$ cat src/rtl/frm_pkg.sv
package frm_pkg;

  typedef enum logic [1:0] {
    KIND_FILL = 2'd0,
    KIND_DATA = 2'd1,
    KIND_CTRL = 2'd2
  } frame_kind_e;

  localparam int CODE_W = 4;

  localparam logic [CODE_W-1:0] CODE_DATA   = 4'b1100;
  localparam logic [CODE_W-1:0] CODE_CTRL   = 4'b0110;
  localparam logic [CODE_W-1:0] CODE_FILL0  = 4'b1010;
  localparam logic [CODE_W-1:0] CODE_FILL1P = 4'b1110;  // used at disparity <= 0
  localparam logic [CODE_W-1:0] CODE_FILL1N = 4'b0001;  // used at disparity > 0

endpackage

$ cat src/rtl/frm_kind_sel.sv
module frm_kind_sel
  import frm_pkg::*;
(
  input  logic        clk_i,
  input  logic        rst_ni,
  input  logic        en_i,
  input  logic        dvalid_i,
  input  logic        cvalid_i,
  output frame_kind_e kind_o,
  output logic        pay_ok_o
);

  logic en_q, en_d;
  logic armed_q, armed_d;

  // arming needs a low-to-high enable seen after reset; en_q resets high
  always_comb begin
    en_d     = en_i;
    armed_d  = armed_q | (en_i & ~en_q);
    pay_ok_o = en_i & (armed_q | ~en_q);
  end

  // control beats data
  always_comb begin
    if (pay_ok_o && cvalid_i) begin
      kind_o = KIND_CTRL;
    end else if (pay_ok_o && dvalid_i) begin
      kind_o = KIND_DATA;
    end else begin
      kind_o = KIND_FILL;
    end
  end

  always_ff @(posedge clk_i or negedge rst_ni) begin
    if (!rst_ni) begin
      en_q    <= 1'b1;
      armed_q <= 1'b0;
    end else begin
      en_q    <= en_d;
      armed_q <= armed_d;
    end
  end

endmodule

$ cat src/rtl/frm_flag_gen.sv
module frm_flag_gen
  import frm_pkg::*;
(
  input  logic        clk_i,
  input  logic        rst_ni,
  input  frame_kind_e kind_i,
  input  logic        flag_mode_i,
  input  logic        flag_i,
  output logic        flag_o
);

  logic tog_q, tog_d;
  logic adv;

  always_comb begin
    adv   = (kind_i == KIND_DATA);
    tog_d = ~tog_q;
    if (kind_i == KIND_DATA) begin
      flag_o = flag_mode_i ? flag_i : tog_q;
    end else begin
      flag_o = 1'b0;  // control and fill frames never carry the user bit
    end
  end

  always_ff @(posedge clk_i or negedge rst_ni) begin
    if (!rst_ni) begin
      tog_q <= 1'b0;
    end else if (adv) begin
      tog_q <= tog_d;
    end
  end

endmodule

$ cat src/rtl/frm_balance.sv
module frm_balance #(
  parameter int FRAME_W = 21,
  parameter int RD_W    = 7
) (
  input  logic                   clk_i,
  input  logic                   rst_ni,
  input  logic [FRAME_W-1:0]     raw_i,
  output logic [FRAME_W-1:0]     sent_o,
  output logic                   flip_o,
  output logic signed [RD_W-1:0] rd_o
);

  localparam int ONES_W = $clog2(FRAME_W + 1);

  logic [ONES_W-1:0]     ones;
  logic signed [RD_W-1:0] disp_raw;
  logic signed [RD_W-1:0] disp_sent;
  logic signed [RD_W-1:0] rd_q, rd_d;

  always_comb begin
    ones      = ONES_W'($countones(raw_i));
    disp_raw  = RD_W'(2 * int'(ones) - FRAME_W);
    flip_o    = (rd_q != '0) && (disp_raw != '0) &&
                (disp_raw[RD_W-1] == rd_q[RD_W-1]);
    disp_sent = flip_o ? -disp_raw : disp_raw;
    sent_o    = flip_o ? ~raw_i : raw_i;
    rd_d      = rd_q + disp_sent;
  end

  always_ff @(posedge clk_i or negedge rst_ni) begin
    if (!rst_ni) begin
      rd_q <= '0;
    end else begin
      rd_q <= rd_d;
    end
  end

  assign rd_o = rd_q;

endmodule

$ cat src/rtl/frame_type_sel.sv
module frame_type_sel
  import frm_pkg::*;
#(
  parameter int DATA_W = 16
) (
  input  logic                clk_i,
  input  logic                rst_ni,
  input  logic                en_i,
  input  logic                dvalid_i,
  input  logic                cvalid_i,
  input  logic [DATA_W-1:0]   dword_i,
  input  logic [DATA_W-1:0]   cword_i,
  input  logic                fill_sel_i,
  input  logic                flag_mode_i,
  input  logic                flag_i,
  output logic [CODE_W+DATA_W:0] frame_o,
  output logic [1:0]          kind_o,
  output logic                inv_o
);

  localparam int FRAME_W  = CODE_W + 1 + DATA_W;
  localparam int RD_W     = $clog2(FRAME_W + 1) + 2;
  localparam logic [DATA_W-1:0] FILL_PAY = DATA_W'({(DATA_W/2){2'b10}});

  frame_kind_e            kind_c;
  logic                   pay_ok;
  logic                   flag_bit;
  logic [CODE_W-1:0]      code_c;
  logic [DATA_W-1:0]      pay_c;
  logic [FRAME_W-1:0]     raw_c;
  logic [FRAME_W-1:0]     sent_c;
  logic                   flip_c;
  logic signed [RD_W-1:0] rd_cur;

  logic [FRAME_W-1:0] frame_q;
  frame_kind_e        kind_q;
  logic               inv_q;

  frm_kind_sel u_kind (
    .clk_i    (clk_i),
    .rst_ni   (rst_ni),
    .en_i     (en_i),
    .dvalid_i (dvalid_i),
    .cvalid_i (cvalid_i),
    .kind_o   (kind_c),
    .pay_ok_o (pay_ok)
  );

  frm_flag_gen u_flag (
    .clk_i       (clk_i),
    .rst_ni      (rst_ni),
    .kind_i      (kind_c),
    .flag_mode_i (flag_mode_i),
    .flag_i      (flag_i),
    .flag_o      (flag_bit)
  );

  // code and payload per kind
  always_comb begin
    unique case (kind_c)
      KIND_DATA: begin
        code_c = CODE_DATA;
        pay_c  = dword_i;
      end
      KIND_CTRL: begin
        code_c = CODE_CTRL;
        pay_c  = cword_i;
      end
      default: begin
        pay_c = FILL_PAY;
        if (!fill_sel_i) begin
          code_c = CODE_FILL0;
        end else if (rd_cur > 0) begin
          code_c = CODE_FILL1N;
        end else begin
          code_c = CODE_FILL1P;
        end
      end
    endcase
    raw_c = {code_c, flag_bit, pay_c};
  end

  frm_balance #(
    .FRAME_W (FRAME_W),
    .RD_W    (RD_W)
  ) u_bal (
    .clk_i  (clk_i),
    .rst_ni (rst_ni),
    .raw_i  (raw_c),
    .sent_o (sent_c),
    .flip_o (flip_c),
    .rd_o   (rd_cur)
  );

  always_ff @(posedge clk_i or negedge rst_ni) begin
    if (!rst_ni) begin
      frame_q <= '0;
      kind_q  <= KIND_FILL;
      inv_q   <= 1'b0;
    end else begin
      frame_q <= sent_c;
      kind_q  <= kind_c;
      inv_q   <= flip_c;
    end
  end

  assign frame_o = frame_q;
  assign kind_o  = kind_q;
  assign inv_o   = inv_q;

endmodule

$ cat config.mk
export PLATFORM = sky130hd
export DESIGN_NAME = frame_type_sel
export DESIGN_NICKNAME = d
export VERILOG_FILES = /design/src/rtl/frm_pkg.sv /design/src/rtl/frm_kind_sel.sv /design/src/rtl/frm_flag_gen.sv /design/src/rtl/frm_balance.sv /design/src/rtl/frame_type_sel.sv
export SDC_FILE = /design/constraint.sdc
export NUM_CORES = 1
export LEC_CHECK = 0
export BUFFER_PORTS_ARGS = -buffer_cell sky130_fd_sc_hd__buf_2
export CORE_MARGIN = 5
export CORE_UTILIZATION = 48
export DETAILED_ROUTE_END_ITERATION = 12
export PLACE_DENSITY = 0.77
export SKIP_CTS_REPAIR_TIMING = 1
export SLEW_MARGIN = 0
export SYNTH_ARGS = -nofsm -noshare
export SYNTH_HDL_FRONTEND = slang
export SYNTH_SLANG_ARGS = --single-unit
$ cat constraint.sdc
create_clock -name clk_i -period 7.41 [get_ports clk_i]
set_input_delay 0.741 -clock clk_i [delete_from_list [all_inputs] [get_ports clk_i]]
set_output_delay 0.741 -clock clk_i [all_outputs]
set_load 0.01 [all_outputs]
==> metrics.txt <==
status=finished, final reports clean; area grow syn2layout=19.4%; Final Hold Fails=0; nets=roughly 360; EDFF count, synth=0; first-pass GRT wire length=between 7 and 8 mm; CP startpoint kind=flop; RSZ-0062 raised after global routing=no; Die Y=slightly above 80 um; vias in the first global route=around 1700; PortBufs=63; Core ar.=5010 sq um; Detail Route Antenna Nets=0; drt pass-1 iters=4; Hold Slack=0.502 ns; CTS tree=done; drt wl/cell=about 14 um; Synth Cell Area=about 2400 sq um; CTS root buffer=clkbuf_8; Die W=between 80 and 90 um; critical path type=flop to flop; later-pin clock latency in the skew report=between 0.2 and 0.3 ns; post-synth top area share=0.338; TritonCTS Buffers=5; cell count after synthesis=223; Max Buffers Root-to-Sink=2; I/O pins=64; Detailed Place HPWL=just under 4 mm; hold path cells=1; Final Max Slew Viols=0; DP Area=2820 sq um; register area share after synthesis=0.349; final setup margin=slightly above 0.5 ns; multi-input gate area in the final layout=around 1400 sq um; layout cell share with drive strength beyond 1=0.290; min Tclk post-route=about 6.9 ns; Initial Util=0.487; Worst Hold Launch=u_flag.tog_q; start of the worst register-to-register path=u_kind.en_q; Die ar.=around 6600 sq um; via count=between 1500 and 2000; Setup TNS Final=0 ns; CTS H-tree lvls=2; Worst R2R Setup Slack=about 0.5 ns; max_slew headroom=0.516; number of synthesized register bits=34; end of the worst hold path=u_flag.tog_q; antenna violations before repair=0; GRT Overall Usage=0.159; ys flop type=dfrtp_1; r2r worst-path depth=25; dominant cells by area after synthesis=dfrtp_1 (34%), fa_1 (13%), ha_1 (9.7%); Post-route DRC=0; worst endpoint required time=around 7.6 ns; Worst Path Arrival=7.11 ns; post-route cell area=~3000 sq um; period utilization=0.932; R2R Path End=u_bal.rd_o[6]; endpoint class of the critical path=flop; DR iter-0 viols=84; wirelength, routed=approximately 4.9 mm; clk sink count=34; synth unique cells=40; gpl congestion=approximately 0.8; clk_skew=between 0.006 and 0.007 ns; max_cap viols=0; Final setup viols=0; Synth Net Count=~300; CP max FO=11; largest net degree at the start of global routing=35; Layout fillers=roughly 450; Slew @ Worst Pin=~0.73 ns; fmax=roughly 140 MHz; vias per cell=between 4 and 5; min-delay worst type=flop to flop; post-synth top area cell=dfrtp_1; Mean Syn Cell Area=10.9 sq um; Seq. cell area=~850 sq um; # diodes=0; yosys warns=0; Setup WS pre-CTS=approximately 0.23 ns; num rows=26; Synth async-reset ratio=1.00; total grt overflow=0; Worst-path clk slew=~0.070 ns
## logic make-up (layout without fill, tap and decap cells)
group / count (synthesis) / count (layout) / synth area share
compound gates: 45 / 45 / 0.136
xor+xnor: 34 / 34 / 0.131
fa+ha+maj: 35 / 35 / 0.229
buf+inv: 41 / 108 / 0.0697
flops: 34 / 34 / 0.349
mux: 5 / 5 / 0.0261
simple gates: 29 / 29 / 0.0589
## cell usage after synthesis (2+ instances only)
cell type / n
fa_1: 16
nand2b_1: 4
o21ai_0: 7
buf_6: 2
nor2b_1: 3
nand2_1: 8
o21bai_1: 2
xor2_1: 4
a21o_1: 5
xnor2_1: 27
a22o_1: 8
xnor2_2: 2
inv_1: 33
nor3_1: 2
mux2i_1: 3
nor2_1: 6
dfrtp_1: 33
ha_1: 19
o22a_1: 7
a21oi_2: 2
a21oi_1: 8
clkbuf_1: 4
## area by class of cell
class | instances | share of cell area
Clock inverter | 1 | 0.00172
Sequential cell | 34 | 0.292
Timing Repair Buffer | 66 | 0.116
Tap cell | 70 | 0.0300
Clock buffer | 7 | 0.0296
Multi-Input combinational cell | 148 | 0.487
Inverter | 34 | 0.0438
## layer usage
metal | GRT usage | part of all wire | up-vias
met5 | 0 | 0 | -
met4 | 0.0507 | 0.015 | 0
met3 | 0.0277 | 0.048 | 5
met2 | 0.252 | 0.51 | 39
met1 | 0.219 | 0.43 | 825
li1 | - | - | 862
## sequential cells by signal (all words and copies together), names as in the netlist
signal and cells:
frame_o 21, u_kind.armed_q 1, u_flag.tog_q 1, kind_o 2, inv_o 1, u_kind.en_q 1, u_bal.rd_o 7
## worst max-delay path, stage by stage (launching register included)
cell,delay [ns]
dfstp_2,0.52
inv_1,0.06
o211ai_1,0.36
or2_2,0.34
inv_2,0.15
a22o_1,0.24
ha_1,0.28
inv_1,0.05
fa_1,0.41
inv_1,0.08
fa_1,0.44
fa_1,0.55
inv_1,0.05
fa_1,0.52
fa_1,0.47
xnor2_1,0.18
a21o_1,0.22
a21oi_4,0.19
mux2i_4,0.36
xnor2_2,0.11
fa_1,0.41
a21o_1,0.20
a21oi_1,0.20
o21bai_1,0.08
a21oi_1,0.18
xor2_1,0.17
## cells in the final DEF, fill, tap and decap left out, types with 3 or more instances in the layout
| master | count |
|---|---|
| buf_2 | 63 |
| inv_1 | 33 |
| dfrtp_1 | 33 |
| xnor2_1 | 27 |
| ha_1 | 19 |
| fa_1 | 16 |
| nand2_1 | 8 |
| a22o_1 | 8 |
| a21oi_1 | 8 |
| o21ai_0 | 7 |
| o22a_1 | 7 |
| nor2_1 | 6 |
| clkbuf_8 | 6 |
| a21o_1 | 5 |
| nand2b_1 | 4 |
| xor2_1 | 4 |
| nor2b_1 | 3 |
| mux2i_1 | 3 |
| buf_4 | 3 |
## worst max-delay path by stage
stage / from / depth (start not counted) / end / slack, ns
2_1_floorplan: dvalid_i / 25 / u_bal.rd_o[6] / 0.45
3_3_place_gp: en_i / 25 / u_bal.rd_o[6] / 0.45
3_5_place_dp: en_i / 25 / u_bal.rd_o[6] / 0.23
4_1_cts: u_kind.en_q / 25 / u_bal.rd_o[6] / 0.45
5_1_grt: u_kind.en_q / 25 / u_bal.rd_o[6] / 0.08
6_report: u_kind.en_q / 25 / u_bal.rd_o[6] / 0.51
## per-stage QoR
step / utilization / cells
6_report: 0.582 / 360
5_1_grt: 0.582 / 360
4_1_cts: 0.582 / 360
3_5_place_dp: 0.564 / 352
3_3_place_gp: 0.564 / 352
2_1_floorplan: - / 223
Power is left out: the tool's default activity adds up to more than one toggle a clock period on the data nets, which glitch-free logic cannot reach.
